File: config.mk
export PLATFORM = sky130hd
export DESIGN_NAME = sar_register
export DESIGN_NICKNAME = d
export VERILOG_FILES = /design/src/rtl/sar_pkg.sv /design/src/rtl/sar_trial_ring.sv /design/src/rtl/sar_data_bits.sv /design/src/rtl/sar_register.sv
export SDC_FILE = /design/constraint.sdc
export NUM_CORES = 1
export LEC_CHECK = 0
export CORE_MARGIN = 2
export CORE_UTILIZATION = 44
export DETAILED_ROUTE_END_ITERATION = 16
export PLACE_DENSITY = 0.71
export SKIP_LAST_GASP = 1
export SYNTH_ARGS = -nofsm -noshare
export SYNTH_HDL_FRONTEND = slang
export SYNTH_SLANG_ARGS = --single-unit
File: constraint.sdc
create_clock -name clk -period 0.83 [get_ports clk]
set_input_delay 0.083 -clock clk [delete_from_list [all_inputs] [get_ports clk]]
set_output_delay 0.083 -clock clk [all_outputs]
set_load 0.05 [all_outputs]
File: src/rtl/sar_pkg.sv
package sar_pkg;
  // Code loaded on start: top bit is the first trial (0), all lower bits 1.
  function automatic logic [31:0] load_code(input int w);
    logic [31:0] v;
    v = '0;
    for (int i = 0; i < w - 1; i++) v[i] = 1'b1;
    return v;
  endfunction

  // One-hot marker for the most significant position.
  function automatic logic [31:0] top_marker(input int w);
    logic [31:0] v;
    v = '0;
    v[w-1] = 1'b1;
    return v;
  endfunction
endpackage

File: src/rtl/sar_trial_ring.sv
module sar_trial_ring #(
  parameter int W = 8
) (
  input  logic         clk,
  input  logic         rst_n,
  input  logic         load,
  input  logic         step,
  output logic [W-1:0] trial
);
  import sar_pkg::*;

  localparam logic [W-1:0] FIRST = W'(top_marker(W));

  always_ff @(posedge clk or negedge rst_n) begin
    if (!rst_n)     trial <= '0;
    else if (load)  trial <= FIRST;
    else if (step)  trial <= trial >> 1;
  end

  // at most one bit is ever under trial
  a_r2_single_trial: assert property (@(posedge clk) disable iff (!rst_n)
    $onehot0(trial));

  // a start always re-arms the top position
  a_r7_load_top: assert property (@(posedge clk) disable iff (!rst_n)
    load |=> trial[W-1]);
endmodule

File: src/rtl/sar_data_bits.sv
module sar_data_bits #(
  parameter int W = 8
) (
  input  logic         clk,
  input  logic         rst_n,
  input  logic         load,
  input  logic         step,
  input  logic         ser_bit,
  input  logic [W-1:0] trial,
  output logic [W-1:0] bits
);
  import sar_pkg::*;

  localparam logic [W-1:0] INIT = W'(load_code(W));

  for (genvar i = 0; i < W; i++) begin : g_cell
    logic next_is_trial;
    if (i == W - 1) begin : g_top
      assign next_is_trial = 1'b0;
    end else begin : g_low
      assign next_is_trial = trial[i+1];
    end

    always_ff @(posedge clk or negedge rst_n) begin
      if (!rst_n)                    bits[i] <= 1'b1;
      else if (load)                 bits[i] <= INIT[i];
      else if (step && trial[i])     bits[i] <= ser_bit;
      else if (step && next_is_trial) bits[i] <= 1'b0;
    end
  end

  // a step at the top position captures the serial bit into the MSB
  a_r6_msb_capture: assert property (@(posedge clk) disable iff (!rst_n)
    (!load && step && trial[W-1]) |=> bits[W-1] == $past(ser_bit));
endmodule

File: src/rtl/sar_register.sv
module sar_register #(
  parameter int W = 8
) (
  input  logic         clk,
  input  logic         rst_n,
  input  logic         start_n,
  input  logic         enable_n,
  input  logic         ser_bit,
  output logic [W-1:0] q,
  output logic         q7_bar,
  output logic         done_n
);
  logic         load;
  logic         step;
  logic         waiting;
  logic [W-1:0] trial;
  logic [W-1:0] bits;

  assign load    = !start_n;
  assign step    = start_n && !enable_n;
  assign waiting = trial[W-1];

  sar_trial_ring #(.W(W)) u_ring (
    .clk   (clk),
    .rst_n (rst_n),
    .load  (load),
    .step  (step),
    .trial (trial)
  );

  sar_data_bits #(.W(W)) u_bits (
    .clk     (clk),
    .rst_n   (rst_n),
    .load    (load),
    .step    (step),
    .ser_bit (ser_bit),
    .trial   (trial),
    .bits    (bits)
  );

  // Top bit is forced high only on the output while held idle.
  assign q      = {bits[W-1] | (enable_n & waiting), bits[W-2:0]};
  assign q7_bar = ~q[W-1];
  assign done_n = |trial;

  // start leaves a busy stage with all lower bits high
  a_r1_start_load: assert property (@(posedge clk) disable iff (!rst_n)
    !start_n |=> (done_n && (&q[W-2:0])));

  // a finished stage holds its result until the next start
  a_r4_done_hold: assert property (@(posedge clk) disable iff (!rst_n)
    (start_n && !done_n) |=> (!done_n && $stable(bits)));

  // a waiting stage does not advance while disabled
  a_r5_idle_hold: assert property (@(posedge clk) disable iff (!rst_n)
    (start_n && enable_n && waiting) |=> (waiting && $stable(bits)));

  // deciding the lowest bit completes the conversion
  a_r3_finish: assert property (@(posedge clk) disable iff (!rst_n)
    (step && trial[0]) |=> !done_n);
endmodule

==> out/summary.md <==
The maximum resistive drop on vdd is 0.911 mV, and the average footprint of a synthesized cell is 10.3 µm². The Yosys step of the flow raised 0 warnings. For the worst relative slew slack, the log shows 0.880. The overall power after layout was 1.75 mW. The worst-path cell with the longest stage delay was sky130_fd_sc_hd__dfstp_2. The tools report the total length of routed wires as 1.56 mm. The cell sitting at the root of the clock tree is a sky130_fd_sc_hd__clkbuf_4. After global routing the overflow that remains totals 0.

For this design, the sink count on the clock tree is 16. Clock tree synthesis inserted a total of 3 buffers. The maximum fanout count along the critical path is 2, and the initial antenna violation count is 0. Data arrives at the worst endpoint at 1210 ps. STA classifies the critical path endpoint as an output port. After routing the design area is 1190 µm².

Synthesis produced a netlist whose cell count is 77. The worst setup path is launched from a flop. The worst setup path is of the flop to output port kind. The worst reg-to-reg path cell count works out to 4. Achievable clock frequency: 771 MHz. The logs give 0.739 for the last weighted congestion value of the routability-driven placer and 0 for the hold violation count in the final report. The detailed router placed 597 vias in this run.

TritonCTS built the clock tree. The wire length the detailed router placed on met1 is 663 µm. In the layout the commonest cells are sky130_fd_sc_hd__nand2_1, sky130_fd_sc_hd__buf_12, sky130_fd_sc_hd__buf_6.

The cell area after placement came out at 1070 µm². After detailed routing, the number of vias per cell comes to 4.85. 0 antenna diodes ended up in the layout. The synthesized flop and latch total is 16.

The area added between synthesis and finish is 50.3%, and the number of nets still failing antenna checks after routing is 0. In the detailed route, the total length drawn on met3 is 50 µm. The die outline area was 2160 µm²; the first-pass detailed-route iteration total was 4. The highest layer touched by signal routing is met4. The actual transition at the worst max-transition pin works out to 174 ps. After detailed routing, the average wire length per cell comes to 12.7 µm. In this run the power density over the cells is 1470 nW/µm².

For the worst clock skew, the log shows 3.85 ps. The post-route minimum period is 1300 ps, and the number of buffers on the longest clock path is 2. The number of top-level pins is 15.

The ratio of final minimum period to clock period works out to 1.56. The family with the most delay on the worst path is flip-flops. The count of nets after finishing was 104; the total standard cell area after synthesis was 793 µm². The floorplan core area was 1710 µm²; the iteration-0 DRC count of the detailed router was 10. The minimum setup slack in the final design was -467 ps. The fraction of layout instances using a drive strength above 1 is 0.469, and the count of pins over their slew limit is 0. The logs give 801 µm for the detailed route wirelength on metal2 and 0.698 for the share of the core filled with cells. The overall die width works out to 46.5 µm. The endpoint identified for the worst register-to-register timing path is u_ring.trial[5]$_DFFE_PN0P_. For this run, design rule violations remaining after detail routing come to 0. The total global-route track usage was 0.173. The CTS H-tree depth came out at 1. Detailed placement finished with a half-perimeter wire length of 1.08 mm. The clock slew seen by the registers of the worst setup and hold paths was 100 ps; the number of placed instances with taps included was 117.

Counting both buffers and inverters, the worst setup path holds a total of 2. The initial core utilization was 0.464; the number of setup violations in the final report was 18. The setup check on the worst reg-to-reg path leaves a slack of -100 ps. The critical path goes through nand2b_4 > clkinvlp_4 > buf_6.

The number of buffer cells added on primary ports works out to 14. The worst hold path belongs to the class input pin to asynchronous set/reset pin. The clock insertion delay at the later pin of the skew report is 290 ps.

The final reports fail on setup timing. The logs give 82 for the number of nets produced by synthesis and 2.47 mm for the global-route wire length before repair. Data on the critical path is required at its endpoint by 750 ps. In this design, the stage delay of the slowest critical-path cell is 550 ps. The flow ran to the end, but the final reports show violations. The tools report the cell row count as 15. Entering global routing, the biggest net connects 17 pins. The y dimension of the die came out at 46.5 µm.

Synthesis instantiated 18 different standard cells from the library. Critical register-to-register path startpoint: u_ring.trial[6]$_DFFE_PN0P_. Leaving out filler cells and counting taps, the final layout contains 123. The run gives 0.517 as the sequential element share of the synthesized area.

Setup repair after global routing could not meet its margin everywhere. For the number of global-route vias before repair, the log shows 550. Across the run, the number of max-cap violations was 0. The tools report the static leakage as 0.526 nW.
[worst reg2reg max path, cell delays in order (launching register included)]
cell and delay (ps):
sky130_fd_sc_hd__dfrtp_1 410, sky130_fd_sc_hd__buf_6 120, sky130_fd_sc_hd__buf_6 110, sky130_fd_sc_hd__mux2i_1 130
sky130_fd_sc_hd__nor2b_1 60
[through the flow]
stage | worst slack [ps] | hold slack, ps | TNS, ps
3_5_place_dp | -388 | 455 | -5940
4_1_cts | -481 | 131 | -3180
3_3_place_gp | -371 | 430 | -5610
2_1_floorplan | -261 | -213 | -520
6_report | -467 | 126 | -3360
5_1_grt | -497 | 130 | -4070
[cells in the mapped netlist]
library cell,instances,share of area
sky130_fd_sc_hd__nand2_1,10,0.047
sky130_fd_sc_hd__dfrtp_1,8,0.25
sky130_fd_sc_hd__dfstp_2,8,0.26
sky130_fd_sc_hd__buf_4,7,0.066
sky130_fd_sc_hd__mux2i_1,7,0.088
sky130_fd_sc_hd__nand3_1,7,0.044
sky130_fd_sc_hd__nor2_1,7,0.033
sky130_fd_sc_hd__nor2b_1,7,0.055
sky130_fd_sc_hd__o21ai_0,7,0.044
sky130_fd_sc_hd__a21boi_1,1,0.0095
sky130_fd_sc_hd__buf_2,1,0.0063
sky130_fd_sc_hd__buf_6,1,0.014
sky130_fd_sc_hd__buf_8,1,0.019
sky130_fd_sc_hd__inv_1,1,0.0047
sky130_fd_sc_hd__nand2b_1,1,0.0079
sky130_fd_sc_hd__nand2b_4,1,0.017
sky130_fd_sc_hd__nand4_1,1,0.0079
sky130_fd_sc_hd__nor2b_4,1,0.017
[report_power, final]
| part | switching, mW | leakage [nW] | total, mW | internal [mW] |
|---|---|---|---|---|
| Combinational | 0.200 | 0.314 | 0.388 | 0.188 |
| Clock | 0.257 | 0.0210 | 0.524 | 0.268 |
| Sequential | 0.0213 | 0.191 | 0.835 | 0.814 |
| Total | 0.478 | 0.526 | 1.75 | 1.27 |
[worst max-delay path by stage]
stage                                      from  endpoint  slack (ps)  cells past startpoint
CTS                  u_bits.bits[7]$_DFFE_PN1P_    q7_bar        -480                      3
detailed placement                     enable_n    q7_bar        -390                      5
global route         u_bits.bits[7]$_DFFE_PN1P_    q7_bar        -500                      3
finish               u_bits.bits[7]$_DFFE_PN1P_    q7_bar        -470                      3
floorplan           u_ring.trial[3]$_DFFE_PN0P_    done_n        -260                      2
global placement                       enable_n    q7_bar        -370                      5
[final cells by class]
class | count | area [µm²]
multi-input combinational | 50 | 337
clock buffer | 4 | 36.3
tap | 25 | 31.3
inverter | 1 | 7.51
sequential | 16 | 410
fill | 127 | 515
timing repair buffer | 27 | 370
[what timing repair did]
action	in CTS	in global routing
endpoints found under the setup margin	23	21
resized for setup	11	14
pin swaps	4	6
cloned	0	0
setup buffers	2	4
hold buffers	0	0
[registers in the layout (all words and copies together) (netlist names)]
name,cells
u_bits.bits,8
u_ring.trial,8
[routing by layer]
metal  vias to the layer above  GRT usage
met5                         -          0
met4                         0      0.120
met3                         4     0.0353
met2                        20      0.261
met1                       284      0.218
li1                        289          -
[logic make-up (layout without fill, tap and decap cells)]
family | count (synthesis) | after routing | synth area share
flops | 16 | 16 | 0.517
mux | 7 | 7 | 0.0883
buf+inv | 11 | 32 | 0.110
simple gates | 35 | 35 | 0.230
compound gates | 8 | 8 | 0.0536
No activity file was read; power rests on OpenSTA's default activity.
